<file path="config.mk">
export PLATFORM = sky130hd
export DESIGN_NAME = dlr_rx
export DESIGN_NICKNAME = d
export VERILOG_FILES = /design/src/rtl/dlr_pkg.sv /design/src/rtl/dlr_start_match.sv /design/src/rtl/dlr_cell_decode.sv /design/src/rtl/dlr_word_seq.sv /design/src/rtl/dlr_rx.sv
export SDC_FILE = /design/constraint.sdc
export NUM_CORES = 1
export LEC_CHECK = 0
export ABC_AREA = 1
export BUFFER_PORTS_ARGS = -buffer_cell sky130_fd_sc_hd__buf_4
export CAP_MARGIN = 30
export CORE_MARGIN = 8
export CORE_UTILIZATION = 60
export DETAILED_ROUTE_END_ITERATION = 8
export GPL_TIMING_DRIVEN = 0
export HOLD_SLACK_MARGIN = 0.03
export PLACE_DENSITY = 0.83
export SYNTH_ARGS = -nofsm -noshare
export SYNTH_HDL_FRONTEND = slang
export SYNTH_SLANG_ARGS = --single-unit
export TNS_END_PERCENT = 20
</file>
<file path="constraint.sdc">
create_clock -name clk -period 3.1 [get_ports clk]
set_clock_uncertainty 0.1 [all_clocks]
set_input_delay 0.62 -clock clk [delete_from_list [all_inputs] [get_ports clk]]
set_output_delay 0.62 -clock clk [all_outputs]
set_load 0.01 [all_outputs]
</file>
<file path="src/rtl/dlr_pkg.sv">
package dlr_pkg;

   typedef enum logic [1:0] {
      ST_IDLE = 2'd0,
      ST_HUNT = 2'd1,
      ST_DATA = 2'd2
   } rx_state_e;

   // Expand a code word into its sample-level biphase pattern, MSB first,
   // each bit b giving the sample pair b, ~b.
   function automatic logic [63:0] code_samples(input logic [31:0] code,
                                                input int unsigned w);
      logic [63:0] p;
      p = '0;
      for (int i = 31; i >= 0; i--) begin
         if (i < int'(w)) p = {p[61:0], code[i], ~code[i]};
      end
      return p;
   endfunction

   function automatic int unsigned count_set(input logic [31:0] m);
      int unsigned n;
      n = 0;
      for (int i = 0; i < 32; i++) if (m[i]) n++;
      return n;
   endfunction

   // Index of the n-th set bit (0-based), counting from bit 0 upward.
   function automatic int unsigned nth_set(input logic [31:0] m,
                                           input int unsigned n);
      int unsigned seen;
      int unsigned pos;
      seen = 0;
      pos  = 0;
      for (int i = 0; i < 32; i++) begin
         if (m[i]) begin
            if (seen == n) pos = i;
            seen++;
         end
      end
      return pos;
   endfunction

   function automatic int unsigned top_set(input logic [31:0] m);
      int unsigned pos;
      pos = 0;
      for (int i = 0; i < 32; i++) if (m[i]) pos = i;
      return pos;
   endfunction

endpackage

</file>
<file path="src/rtl/dlr_start_match.sv">
module dlr_start_match #(
   parameter int unsigned WORD_W     = 8,
   parameter logic [31:0] START_CODE = 32'h0000_00E7
) (
   input  logic clk,
   input  logic rst_n,
   input  logic clr,
   input  logic run,
   input  logic din,
   output logic hit
);
   localparam int unsigned SMP    = 2 * WORD_W;
   localparam int unsigned FILL_W = $clog2(SMP);
   localparam logic [SMP-1:0] PAT = SMP'(dlr_pkg::code_samples(START_CODE, WORD_W));

   logic [SMP-2:0]    sreg_q;
   logic [FILL_W-1:0] fill_q;

   always_ff @(posedge clk or negedge rst_n) begin
      if (!rst_n) begin
         sreg_q <= '0;
         fill_q <= '0;
      end else if (clr) begin
         sreg_q <= '0;
         fill_q <= '0;
      end else if (run) begin
         sreg_q <= {sreg_q[SMP-3:0], din};
         if (fill_q != FILL_W'(SMP - 1)) fill_q <= fill_q + 1'b1;
      end
   end

   assign hit = run && (fill_q == FILL_W'(SMP - 1)) && ({sreg_q, din} == PAT);

endmodule

</file>
<file path="src/rtl/dlr_cell_decode.sv">
module dlr_cell_decode (
   input  logic clk,
   input  logic rst_n,
   input  logic clr,
   input  logic run,
   input  logic din,
   output logic bit_vld,
   output logic bit_val,
   output logic bit_bad
);
   logic phase_q;
   logic half_q;

   always_ff @(posedge clk or negedge rst_n) begin
      if (!rst_n) begin
         phase_q <= 1'b0;
         half_q  <= 1'b0;
      end else if (clr) begin
         phase_q <= 1'b0;
      end else if (run) begin
         if (!phase_q) half_q <= din;
         phase_q <= ~phase_q;
      end
   end

   assign bit_vld = run & phase_q;
   assign bit_val = half_q;
   assign bit_bad = ~(half_q ^ din);

endmodule

</file>
<file path="src/rtl/dlr_word_seq.sv">
module dlr_word_seq #(
   parameter int unsigned WORD_W     = 8,
   parameter int unsigned LINE_WORDS = 15,
   parameter int unsigned FIRST_WORD = 3
) (
   input  logic                              clk,
   input  logic                              rst_n,
   input  logic                              load,
   input  logic                              step,
   output logic [$clog2(LINE_WORDS+1)-1:0]   word_idx,
   output logic                              last_bit
);
   localparam int unsigned BIDX_W = $clog2(WORD_W);
   localparam int unsigned WIDX_W = $clog2(LINE_WORDS + 1);

   logic [BIDX_W-1:0] bit_q;
   logic [WIDX_W-1:0] word_q;

   always_ff @(posedge clk or negedge rst_n) begin
      if (!rst_n) begin
         bit_q  <= '0;
         word_q <= WIDX_W'(FIRST_WORD);
      end else if (load) begin
         bit_q  <= '0;
         word_q <= WIDX_W'(FIRST_WORD);
      end else if (step) begin
         if (last_bit) begin
            bit_q  <= '0;
            word_q <= word_q + 1'b1;
         end else begin
            bit_q <= bit_q + 1'b1;
         end
      end
   end

   assign last_bit = (bit_q == BIDX_W'(WORD_W - 1));
   assign word_idx = word_q;

endmodule

</file>
<file path="src/rtl/dlr_rx.sv">
module dlr_rx #(
   parameter int unsigned WORD_W       = 8,
   parameter int unsigned LINE_WORDS   = 15,
   parameter int unsigned FIRST_WORD   = 3,
   parameter logic [31:0] CAPTURE_MASK = 32'h0000_7820,
   parameter logic [31:0] START_CODE   = 32'h0000_00E7,
   parameter bit          CHECK_ALL    = 1'b0,
   localparam int unsigned N_SLOTS     = dlr_pkg::count_set(CAPTURE_MASK),
   localparam int unsigned BANK_W      = N_SLOTS * WORD_W
) (
   input  logic              clk,
   input  logic              rst_n,
   input  logic              line_en,
   input  logic              din,
   output logic [BANK_W-1:0] rx_bank,
   output logic              data_valid,
   output logic              line_err
);
   import dlr_pkg::*;

   localparam int unsigned LAST_WORD = top_set(CAPTURE_MASK);
   localparam int unsigned WIDX_W    = $clog2(LINE_WORDS + 1);

   // elaboration-time parameter checks
   if (WORD_W < 2 || WORD_W > 32) begin : g_bad_width
      $error("dlr_rx: WORD_W must lie in 2..32");
   end
   if (LINE_WORDS > 31 || LAST_WORD > LINE_WORDS) begin : g_bad_line
      $error("dlr_rx: captured words must fit inside the line");
   end
   if ((CAPTURE_MASK & ((32'd1 << FIRST_WORD) - 32'd1)) != 32'd0) begin : g_bad_mask
      $error("dlr_rx: cannot capture words before the first data word");
   end
   if (N_SLOTS == 0) begin : g_no_slot
      $error("dlr_rx: CAPTURE_MASK selects no word");
   end

   rx_state_e         state_q;
   logic              hunt_run, data_run, hit;
   logic              bit_vld, bit_val, bit_bad, cnt_bad;
   logic [WIDX_W-1:0] word_idx;
   logic              last_bit, cap_now, line_end;
   logic [WORD_W-1:0] wsr_q;
   logic              err_q, valid_q;

   assign hunt_run = (state_q == ST_HUNT) & ~line_en;
   assign data_run = (state_q == ST_DATA) & ~line_en;

   dlr_start_match #(
      .WORD_W     (WORD_W),
      .START_CODE (START_CODE)
   ) i_match (
      .clk   (clk),
      .rst_n (rst_n),
      .clr   (line_en),
      .run   (hunt_run),
      .din   (din),
      .hit   (hit)
   );

   dlr_cell_decode i_cell (
      .clk     (clk),
      .rst_n   (rst_n),
      .clr     (line_en | hit),
      .run     (data_run),
      .din     (din),
      .bit_vld (bit_vld),
      .bit_val (bit_val),
      .bit_bad (bit_bad)
   );

   dlr_word_seq #(
      .WORD_W     (WORD_W),
      .LINE_WORDS (LINE_WORDS),
      .FIRST_WORD (FIRST_WORD)
   ) i_seq (
      .clk      (clk),
      .rst_n    (rst_n),
      .load     (hit),
      .step     (bit_vld),
      .word_idx (word_idx),
      .last_bit (last_bit)
   );

   assign cap_now  = CAPTURE_MASK[word_idx];
   assign line_end = bit_vld & last_bit & (word_idx == WIDX_W'(LAST_WORD));

   // which violations count towards the line error
   if (CHECK_ALL) begin : g_chk_all
      assign cnt_bad = bit_bad;
   end else begin : g_chk_cap
      assign cnt_bad = bit_bad & cap_now;
   end

   always_ff @(posedge clk or negedge rst_n) begin
      if (!rst_n) begin
         state_q <= ST_IDLE;
      end else if (line_en) begin
         state_q <= ST_HUNT;
      end else begin
         case (state_q)
            ST_HUNT: if (hit)      state_q <= ST_DATA;
            ST_DATA: if (line_end) state_q <= ST_IDLE;
            default: state_q <= state_q;
         endcase
      end
   end

   always_ff @(posedge clk or negedge rst_n) begin
      if (!rst_n) begin
         err_q   <= 1'b0;
         valid_q <= 1'b0;
         wsr_q   <= '0;
      end else begin
         valid_q <= line_end & ~(err_q | cnt_bad);
         if (line_en)                err_q <= 1'b0;
         else if (bit_vld & cnt_bad) err_q <= 1'b1;
         if (bit_vld & cap_now) wsr_q <= {wsr_q[WORD_W-2:0], bit_val};
      end
   end

   for (genvar s = 0; s < N_SLOTS; s++) begin : g_slot
      localparam int unsigned WNUM = nth_set(CAPTURE_MASK, s);
      logic [WORD_W-1:0] slot_q;
      always_ff @(posedge clk or negedge rst_n) begin
         if (!rst_n) slot_q <= '0;
         else if (bit_vld && last_bit && word_idx == WIDX_W'(WNUM))
            slot_q <= {wsr_q[WORD_W-2:0], bit_val};
      end
      assign rx_bank[s*WORD_W +: WORD_W] = slot_q;
   end

   assign data_valid = valid_q;
   assign line_err   = err_q;

endmodule

</file>
==> impl_results.md, run 1 <==
- Power Dens Cells: 495.1 mW/mm2
- Req. time, crit path: 3250 ps
- Area of the multi-input gates: 0.001217 mm2
- Top cell type by total area after synthesis: dfrtp_1
- Fraction of the cycle the final worst path needs: 60.43%
- Clock Latency Late Sink: 350 ps
- Core Footprint: 0.005507 mm2
- Critical path class: flop to flop
- Post-detail-place hpwl: 5112 um
- GR Util All Layers: 18.78%
- H-tree Lvls: 3
- Wire length of the first global-routing pass: 12560 um
- Storage cell area: 0.001979 mm2
- Largest net degree at the start of global routing: 80
- Die width: 91.50 um
- RSZ-0062 raised after global routing: no
- WP data arrival: 2020 ps
- Antenna fix cells: 0
- Die footprint: 0.008371 mm2
- Wirelength per Cell: 15.74 um
- Final setup fails: 0
- GPL Wtd Cong: 0.8686
- Async set-or-reset flop fraction in the synthesized netlist: 100.0%
- Worst hold path type: flop to flop
- Netlist Area Pre-Place: 0.003420 mm2
- Post-synth top area share: 56.35%
- CTS tree: built
- Max-cap viol count: 0
- Combinational Power Share: 3.9%
- Clock buffer count from CTS: 9
- Syn_nets: 358
- Critical path peak fanout: 10
- Measured slew at the worst slew-check pin: 410.2 ps
- Drc violations: 0
- Commonest cells post-synth: nand2_1, dfrtp_1, o21ai_1
- Post-DRT Antenna Nets: 0
- NetSw: 437.6 uW
- Clk slew on worst S/H paths: 80 ps
- # resized after CTS: 0
- Die height: 91.50 um
- Internal power: 1.602 mW
- Synthesized area per cell: 9.883 um2
- Leak pwr: 1.984 nW
- DR iter-0 viols: 166
- Clk sink count: 79
- Area Growth Syn to Fin: 20.45%
- Clock power frac: 44.0%
- WL final: 7554 um
- VDD IR max: 324.5 uV
- Max-slew violations: 0
- Flops & latches, synth: 79
- Yosys warns: 0
- Count leader, synth: nand2_1
- Total grt overflow: 0
- Count of input and output buffers: 45
- Hold Vio Cnt, Final: 0
- Initial Util: 62.10%
- Top post-synthesis cells by area: dfrtp_1, nand2_1, o21ai_1
- Top Ports: 46
- Number of synthesized flops with an enable pin: 0
- Most used DFF post-synth: dfrtp_1
- Max Fclk: 0.5338 GHz
- Nets: 416
- Initial antenna violation count: 0
- Setup TNS: 0 ps
- Maximum clock insertion buffer count: 2
- Overall power: 2.039 mW
- Switch share: 21.46%
- FILL cells: 375
- Sequential Power Share: 52.1%
- Synth cell types: 28
- Run status: completed
- Vias in the first global route: 2554
- Share of cells above drive strength 1: 23.77%
- Final worst path period need: 1873 ps
- CP startpoint kind: flop
- Cells after synthesis: 346
- Relative slew slack: 72.65%
- Sequential area share after synthesis: 57.89%
- Crit. End Element: flop
- Cell Rows: 27
- Vias per inst: 5.390
- CTS root buffer: clkbuf_8
- Cts hold-fix bufs: 0
- Setup Fix Bufs, Post-CTS: 0
- DR pass1 iterations: 4
- Vias: 2587
## worst max-delay path: stages, from the launching register on
cell      delay (ps)
dfrtp_1          370
ha_1             160
ha_1             180
inv_1            100
nor2_8           250
nand2_2          210
buf_6            200
a211oi_2         200
## per-stage QoR
stage	instance area, um2	setup slack [ps]	hold WS [ps]	utilization [%]	std cells
after floorplan	3420	1455	224.4	-	346
after global placement	3847	1130	358.4	69.87	463
after detailed placement	3847	1089	357.2	69.87	463
after CTS	4081	1231	356.3	74.12	478
after global routing	4119	1116	407.6	74.80	480
final	4119	1227	371.9	74.80	480
## logic make-up after synthesis
logic type	Yosys count	synth area share, %
xor gates and xnor gates	1	0.2562
and+or+nand+nor	133	19.03
adders and majority gates	8	2.927
buffers and inverters	47	6.512
DFF	79	57.89
AOI/OAI and AO/OA	78	13.39
## worst paths after layout
path	endpoint	depth (start not counted)	slack (ps)	from
min	i_match.fill_q[3]	1	370	i_match.fill_q[3]
max reg2reg	data_valid	7	1230	i_seq.bit_q[0]
min in group asynchronous	i_cell.phase_q	2	560	rst_n
max	data_valid	7	1230	i_seq.bit_q[0]
min reg2reg	i_match.fill_q[3]	1	370	i_match.fill_q[3]
max in group asynchronous	i_seq.word_idx[0]	3	1720	rst_n
## power by group through the flow
stage | Clock (mW) | Combinational (mW) | Sequential, mW
global route | 0.962 | 0.0923 | 1.07
floorplan | 0 | 0.0418 | 1.08
CTS | 0.911 | 0.0747 | 1.06
finish | 0.898 | 0.0791 | 1.06
detailed placement | 0 | 0.0747 | 1.08
global placement | 0 | 0.0732 | 1.08
## area by class of cell
class | instances | share of cell area, %
buffer | 8 | 1.853
timing repair buffer | 47 | 9.113
clock buffer | 9 | 3.007
inverter | 39 | 3.554
clock inverter | 6 | 2.673
multi-input combinational | 220 | 29.56
sequential | 79 | 48.06
tap | 72 | 2.187
## routing by layer
| layer | global-route usage, % | vias to the layer above | share of wire, % |
|---|---|---|---|
| li1 | - | 1254 | - |
| met4 | 9.277 | 0 | 2.3 |
| met2 | 29.23 | 60 | 48 |
| met5 | 0 | - | 0 |
| met1 | 24.36 | 1257 | 45 |
| met3 | 3.868 | 16 | 4.5 |
## registers in the layout (all words and copies together), names as in the netlist
signal,flops
data_valid,1
g_slot.slot_q,40
i_cell.bit_val,1
i_cell.phase_q,1
i_match.fill_q,4
i_match.sreg_q,15
i_seq.bit_q,3
i_seq.word_idx,4
line_err,1
state_q,2
wsr_q,7
## cells in the final DEF (no fill, tap or decap)
cell and n:
o211ai_4 1, clkbuf_1 1, o211ai_1 1, nor3_1 5
inv_2 4, o21ai_0 9, nor2_8 1, nand3_1 13
o21ai_2 7, o21ai_1 41, clkinv_1 1, nand2_2 6
nand4_4 4, dfrtp_1 77, buf_16 1, xnor2_1 1
clkinvlp_4 2, nand2_1 85, a21oi_1 6, inv_1 34
bufinv_16 3, ha_1 8, dfstp_2 2, nand2_4 2
dlygate4sd3_1 1, buf_2 1, nand4_1 2, buf_6 6
buf_4 45, clkinv_2 1, nor2_1 14, clkbuf_8 9
o22ai_1 12, a211oi_2 1, nor2_4 1
No activity file was read; power rests on OpenSTA's default activity.
==> inputs of run 2 (changes only) <==
Settings changed: CORE_UTILIZATION 60 to 51, PLACE_DENSITY 0.83 to 0.75.
Clock period 3.1 ns to 1.71 ns, I/O delays scaled along.
==> run 2 against run 1 <==
Against the previous run: the run now ends with setup timing left; sequential cell count stayed put; non-clock buffer count rose by 14; critical endpoint is now g_slot[0].slot_q[2]; largest power group unchanged; largest cell class unchanged; clock power up 56%; routed wire length grew 6.5%; power is 71% higher; final area rose by 7.8%; critical path depth unchanged; fmax is 8.8% higher; highest routed layer unchanged; global-route usage decreased by 2.3 points.
==> impl_results.md, run 2 (synthesis gave the netlist of run 1 again) <==
- Commonest cells after routing, fill and taps aside: dfrtp_1, nand2_1, buf_4 (was nand2_1, dfrtp_1, buf_4)
- Worst setup margin: -11.65 ps (was 1227 ps)
- Failing checks: setup timing
- Slowest library cell on the worst path: dfrtp_1 (unchanged)
- Pre-CTS setup slack: -143.1 ps (was 1089 ps)
- CP startpoint kind: flop (unchanged)
- CTS tree: built (unchanged)
- Max-slew violations: 0 (unchanged)
- CTS root buffer: clkbuf_8 (unchanged)
- Clk slew on worst S/H paths: 80 ps (about the same)
- Critical path peak fanout: 6 (was 10)
- Run status: finished, violations left (was completed)
- Post-DRT Antenna Nets: 0 (unchanged)
- HP Start: din (was i_match.fill_q[3])
- Worst r2r path cells: 7 (unchanged)
- RSZ-0062 raised after global routing: yes (was no)
- Max Fclk: 0.5808 GHz (was 0.5338 GHz)
- Vias: 2644 (was 2587)
- Overall power: 3.477 mW (was 2.039 mW)
- Final worst path period need: 1722 ps (was 1873 ps)
- Vias per inst: 5.256 (was 5.390)
- Top Ports: 46 (unchanged)
- Initial antenna violation count: 0 (unchanged)
- Fraction of the cycle the final worst path needs: 100.7% (was 60.43%)
- H-tree Lvls: 3 (unchanged)
- Critical path class: flop to flop (unchanged)
- Crit. End Element: flop (unchanged)
- Worst hold path type: input port to flop (was flop to flop)
- Measured slew at the worst slew-check pin: 441.2 ps (was 410.2 ps)
- GR Util All Layers: 16.50% (was 18.78%)
- Max-cap viol count: 0 (unchanged)
- VDD IR max: 514.2 uV (was 324.5 uV)
- Top sig layer: met4 (unchanged)
- WP data arrival: 1910 ps (was 2020 ps)
- Relative slew slack: 70.59% (was 72.65%)
- GPL Wtd Cong: 0.8345 (was 0.8686)
- Clock buffer count from CTS: 9 (unchanged)
- Maximum clock insertion buffer count: 2 (unchanged)
- Largest net degree at the start of global routing: 80 (unchanged)
- Hold Path Cell Cnt: 3 (was 1)
- FF-to-FF End: g_slot[0].slot_q[2] (was data_valid)
- Initial Util: 51.47% (was 62.10%)
- Total grt overflow: 0 (unchanged)
- R2r setup slk: -10 ps (was 1230 ps)
- Metal2 WL: 3905 um (was 3657 um)
- Largest stage delay, worst path: 410 ps (was 370 ps)
- CP cell instances: ha_4 > ha_4 > inv_4 > nor2_8 > nand4_4 > buf_2 > o21ai_1 (was ha_1 > ha_1 > inv_1 > nor2_8 > nand2_2 > buf_6 > a211oi_2)
- Origin of the critical flop-to-flop path: i_seq.bit_q[0] (unchanged)
- Hold Vio Cnt, Final: 0 (unchanged)
- Most common cell after layout, fill and taps aside: dfrtp_1 (was nand2_1)
- Wire length of the first global-routing pass: 12550 um (was 12560 um)
- Req. time, crit path: 1890 ps (was 3250 ps)
- Share of cells above drive strength 1: 35.93% (was 23.77%)
- Core Footprint: 0.006644 mm2 (was 0.005507 mm2)
- Power Dens Cells: 783.1 mW/mm2 (was 495.1 mW/mm2)
- Die footprint: 0.009581 mm2 (was 0.008371 mm2)
- Final setup fails: 1 (was 0)
- Clock Latency Late Sink: 360 ps (was 350 ps)
- Antenna fix cells: 0 (unchanged)
- FILL cells: 499 (was 375)
- Leak pwr: 2.083 nW (was 1.984 nW)
- Largest Register: g_slot.slot_q (unchanged)
- Buf/Inv on CP: 2 (unchanged)
- Area Growth Syn to Fin: 29.86% (was 20.45%)
- Die width: 97.89 um (was 91.50 um)
- Nets: 430 (was 416)
- Die height: 97.89 um (was 91.50 um)
- Cell family with most CP delay: simple AND/OR/NAND/NOR gates (unchanged)
- WL final: 8043 um (was 7554 um)
- Post-detail-place hpwl: 5071 um (was 5112 um)
- Count of input and output buffers: 45 (unchanged)
- Routed wl met3: 330 um (was 341 um)
- Most used cell, CP: ha_4 (was ha_1)
- Top flop regs: g_slot.slot_q (40), i_match.sreg_q (15), wsr_q (7) (unchanged)
- Cell Rows: 30 (was 27)
- Drc violations: 0 (unchanged)
- Wirelength per Cell: 15.99 um (was 15.74 um)
- M1 WL: 3593 um (was 3385 um)
- Max reg flops: 40 (unchanged)
- Vias in the first global route: 2471 (was 2554)
- Hold path endpoint: i_match.sreg_q[0] (was i_match.fill_q[3])
- Clk sink count: 79 (unchanged)
- DR iter-0 viols: 125 (was 166)
- DR pass1 iterations: 4 (unchanged)
run 2: changes by cell type in the layout (fill, tap and decap cells not counted), sizes merged:
cell / delta
clkinvlp: +1
clkbuf: +2
buf: +14
bufinv: -2
run 2: area by class of cell:
class,instances,area (um2),area share (%)
plain buffers,8,83.83,1.888
clock buffers,11,141.4,3.184
clock inverters,5,57.56,1.296
inverters,39,148.9,3.353
multi-input cells,220,1408,31.70
flip-flops and latches,79,1979,44.58
well taps,80,100.1,2.254
repair buffers,61,521.8,11.75
run 2: timing repair:
item | in CTS | in global routing
cloned | 0 | 3
resized for setup | 11 | 51
setup endpoints to repair | 46 | 55
buffers inserted | 6 | 5
pin swaps | 5 | 11
endpoints found under the hold margin | 0 | 77
hold buffers | 0 | 1
run 2: worst register-to-register path, delay by kind of cell (launching register included):
| family | cells | cell delay (ps) |
|---|---|---|
| AND/OR/NAND/NOR | 2 | 420 |
| adder cells (fa/ha/maj) | 2 | 310 |
| flip-flops | 1 | 410 |
| AO/OA/AOI/OAI | 1 | 150 |
| buffers and inverters | 2 | 270 |
run 2: power breakdown:
| part | internal, mW | leakage [nW] | switching [mW] | total, mW |
|---|---|---|---|---|
| combinational | 0.0489 | 0.912 | 0.101 | 0.150 |
| sequential | 1.90 | 1.08 | 0.0277 | 1.93 |
| clock | 0.711 | 0.0916 | 0.690 | 1.40 |
run 2: worst max-delay path by stage:
stage                            startpoint             endpoint  cells after the start
after detailed placement     i_seq.bit_q[0]           data_valid                      7
final                        i_seq.bit_q[0]  g_slot[0].slot_q[2]                      7
after floorplan           i_seq.word_idx[0]             wsr_q[5]                      7
after CTS                 i_seq.word_idx[0]             wsr_q[4]                      7
after global routing         i_seq.bit_q[0]  g_slot[0].slot_q[2]                      7
after global placement       i_seq.bit_q[0]           data_valid                      7
run 2: metal layers:
| metal | global-route usage [%] | vias up |
|---|---|---|
| met5 | 0 | - |
| met4 | 7.914 | 0 |
| met3 | 4.552 | 20 |
| met2 | 25.50 | 56 |
| met1 | 20.87 | 1279 |
| li1 | - | 1289 |
run 2: per-stage QoR:
step | hold slack, ps | TNS, ps | cells | area (um2) | util, %
global placement | 357.6 | -539.7 | 471 | 3857 | 58.06
detailed placement | 359.1 | -1283 | 471 | 3857 | 58.06
global route | 229.7 | -1629 | 503 | 4441 | 66.84
CTS | 70.56 | 0 | 493 | 4161 | 62.64
finish | 219.4 | -11.65 | 503 | 4441 | 66.84
floorplan | -53.59 | 0 | 346 | 3420 | -
==> inputs of run 3 (changes only) <==
Settings changed: CORE_ASPECT_RATIO set to 0.75, CORE_MARGIN 8 to not set.
==> run 3 against run 2 <==
Against the previous run: the run now ends clean; register-to-register slack improved by 60 ps; fmax rose by 3.5%; final area fell by 2.0%; clock power fell by 6%; cell count rose by 0.40%; via count barely moved; power fell by 2.2%; largest cell class unchanged; largest power group unchanged; highest routed layer unchanged.
==> impl_results.md, run 3 (synthesis gave the netlist of run 1 again) <==
- GR Util All Layers: 22.19% (was 16.50%)
- CTS tree: built (unchanged)
- Max reg flops: 40 (unchanged)
- Clk slew on worst S/H paths: 80 ps (about the same)
- Leak pwr: 2.063 nW (was 2.083 nW)
- WL final: 7381 um (was 8043 um)
- Crit. End Element: flop (unchanged)
- DR pass1 iterations: 4 (unchanged)
- Origin of the critical flop-to-flop path: i_seq.bit_q[1] (was i_seq.bit_q[0])
- Wirelength per Cell: 14.62 um (was 15.99 um)
- Clock Latency Late Sink: 350 ps (was 360 ps)
- Cell family with most CP delay: simple AND/OR/NAND/NOR gates (unchanged)
- Fraction of the cycle the final worst path needs: 97.31% (was 100.7%)
- Overall power: 3.402 mW (was 3.477 mW)
- H-tree Lvls: 3 (unchanged)
- Initial Util: 53.59% (was 51.47%)
- Worst r2r path cells: 8 (was 7)
- Top flop regs: g_slot.slot_q (40), i_match.sreg_q (15), wsr_q (7) (unchanged)
- WP depth: 8 (was 7)
- Run status: completed (was finished, violations left)
- Internal power: 2.619 mW (was 2.658 mW)
- FF-to-FF End: g_slot[0].slot_q[7] (was g_slot[0].slot_q[2])
- Sequential Power Share: 56.6% (was 55.4%)
- CP startpoint kind: flop (unchanged)
- Req. time, crit path: 1840 ps (was 1890 ps)
- Vias in the first global route: 2470 (was 2471)
- Largest net degree at the start of global routing: 80 (unchanged)
- CP cell instances: ha_2 > ha_4 > inv_4 > nor2_8 > nand4_4 > buf_6 > nand2_2 > o21ai_2 (was ha_4 > ha_4 > inv_4 > nor2_8 > nand4_4 > buf_2 > o21ai_1)
- Critical path class: flop to flop (unchanged)
- Die width: 96.55 um (was 97.89 um)
- Vias per inst: 5.232 (was 5.256)
- DP Area: 0.003859 mm2 (was 0.003857 mm2)
- Drc violations: 0 (unchanged)
- Critical path peak fanout: 7 (was 6)
- DR iter-0 viols: 210 (was 125)
- Count of input and output buffers: 45 (unchanged)
- RSZ-0062 raised after global routing: yes (unchanged)
- Die footprint: 0.007040 mm2 (was 0.009581 mm2)
- Cell Rows: 25 (was 30)
- Measured slew at the worst slew-check pin: 432.3 ps (was 441.2 ps)
- GPL Wtd Cong: 0.8023 (was 0.8345)
- Nets: 432 (was 430)
- Core Footprint: 0.006381 mm2 (was 0.006644 mm2)
- Post-detail-place hpwl: 4866 um (was 5071 um)
- R2r setup slk: 50 ps (was -10 ps)
- Total grt overflow: 0 (unchanged)
- Combinational Power Share: 4.5% (was 4.3%)
- Final worst path period need: 1664 ps (was 1722 ps)
- Clock buffer count from CTS: 9 (unchanged)
- Initial antenna violation count: 0 (unchanged)
- Max Fclk: 0.6009 GHz (was 0.5808 GHz)
- Max-cap viol count: 0 (unchanged)
- Switch share: 23.00% (was 23.56%)
- Commonest cells after routing, fill and taps aside: nand2_1, dfrtp_1, buf_4 (was dfrtp_1, nand2_1, buf_4)
- Vias: 2642 (was 2644)
- NetSw: 782.5 uW (was 819.2 uW)
- Area Growth Syn to Fin: 27.26% (was 29.86%)
- VDD IR max: 570.9 uV (was 514.2 uV)
- Buf/Inv on CP: 2 (unchanged)
- Hold Vio Cnt, Final: 0 (unchanged)
- Top Ports: 46 (unchanged)
- Max-slew violations: 0 (unchanged)
- Post-route cell area: 0.004352 mm2 (was 0.004441 mm2)
- Largest stage delay, worst path: 360 ps (was 410 ps)
- Die height: 72.92 um (was 97.89 um)
- CTS root buffer: clkbuf_8 (unchanged)
- Antenna fix cells: 0 (unchanged)
- Power Dens Cells: 781.7 mW/mm2 (was 783.1 mW/mm2)
- Maximum clock insertion buffer count: 2 (unchanged)
- Share of cells above drive strength 1: 31.84% (was 35.93%)
- WP data arrival: 1800 ps (was 1910 ps)
- Slowest library cell on the worst path: dfrtp_1 (unchanged)
- Final setup fails: 0 (was 1)
- Clk sink count: 79 (unchanged)
- Clock power frac: 38.9% (was 40.3%)
- Wire length of the first global-routing pass: 11520 um (was 12550 um)
- Relative slew slack: 71.18% (was 70.59%)
- Worst hold path type: input port to async pin (was input port to flop)
- Post-DRT Antenna Nets: 0 (unchanged)
- Largest Register: g_slot.slot_q (unchanged)
-- run 3: cell types whose count changed in the layout (fill, tap and decap cells not counted), sizes merged --
cell	change
buf	+2
clkbuf	-1
clkinvlp	-2
clkinv	+2
-- run 3: cell type report --
class / instances / area, um2
clock buffer: 10 / 127.6
inverter: 39 / 148.9
sequential: 79 / 1979
multi-input combinational: 220 / 1331
timing repair buffer: 63 / 519.2
clock inverter: 5 / 60.06
tap: 81 / 101.3
fill: 502 / 2029
buffer: 8 / 83.83
-- run 3: worst max-delay path by stage --
stage	from	slack [ps]	end
2_1_floorplan	i_seq.word_idx[0]	70	wsr_q[5]
3_3_place_gp	i_seq.bit_q[0]	-50	g_slot[4].slot_q[7]
3_5_place_dp	i_seq.bit_q[0]	-110	g_slot[4].slot_q[7]
4_1_cts	i_seq.word_idx[1]	3	wsr_q[2]
5_1_grt	i_seq.bit_q[1]	-50	g_slot[0].slot_q[7]
6_report	i_seq.bit_q[1]	50	g_slot[0].slot_q[7]
-- run 3: layer usage --
metal	vias to the layer above	part of all wire, %	GRT usage [%]
met4	0	1.1	6.536
met5	-	0	0
met3	9	5.1	6.979
met1	1294	45	30.70
met2	58	49	33.80
li1	1281	-	-
-- run 3: stage by stage --
stage	setup slack, ps	util (%)	setup TNS, ps	cells	hold slack [ps]
6_report	45.92	68.20	0	505	238.4
5_1_grt	-46.43	68.20	-583.4	505	252.2
2_1_floorplan	65.43	-	0	346	-53.59
4_1_cts	2.980	64.67	0	495	80.19
3_5_place_dp	-114.6	60.47	-1811	472	360.5
3_3_place_gp	-51.24	60.47	-524.0	472	358.2
-- run 3: power by group through the flow --
stage                     Combinational, mW  Clock (mW)  Sequential, mW
after floorplan                      0.0759           0            1.96
final                                 0.154        1.32            1.93
after detailed placement              0.141           0            1.96
after global routing                  0.179        1.42            1.93
after CTS                             0.141        1.34            1.92
after global placement                0.135           0            1.96
-- run 3: what timing repair did --
item	in CTS	in global routing
hold endpoints to repair	0	76
gates resized for setup	6	31
gates cloned	1	1
setup endpoints to repair	44	50
buffers inserted	7	7
hold buffers	0	1
pin swaps	3	6
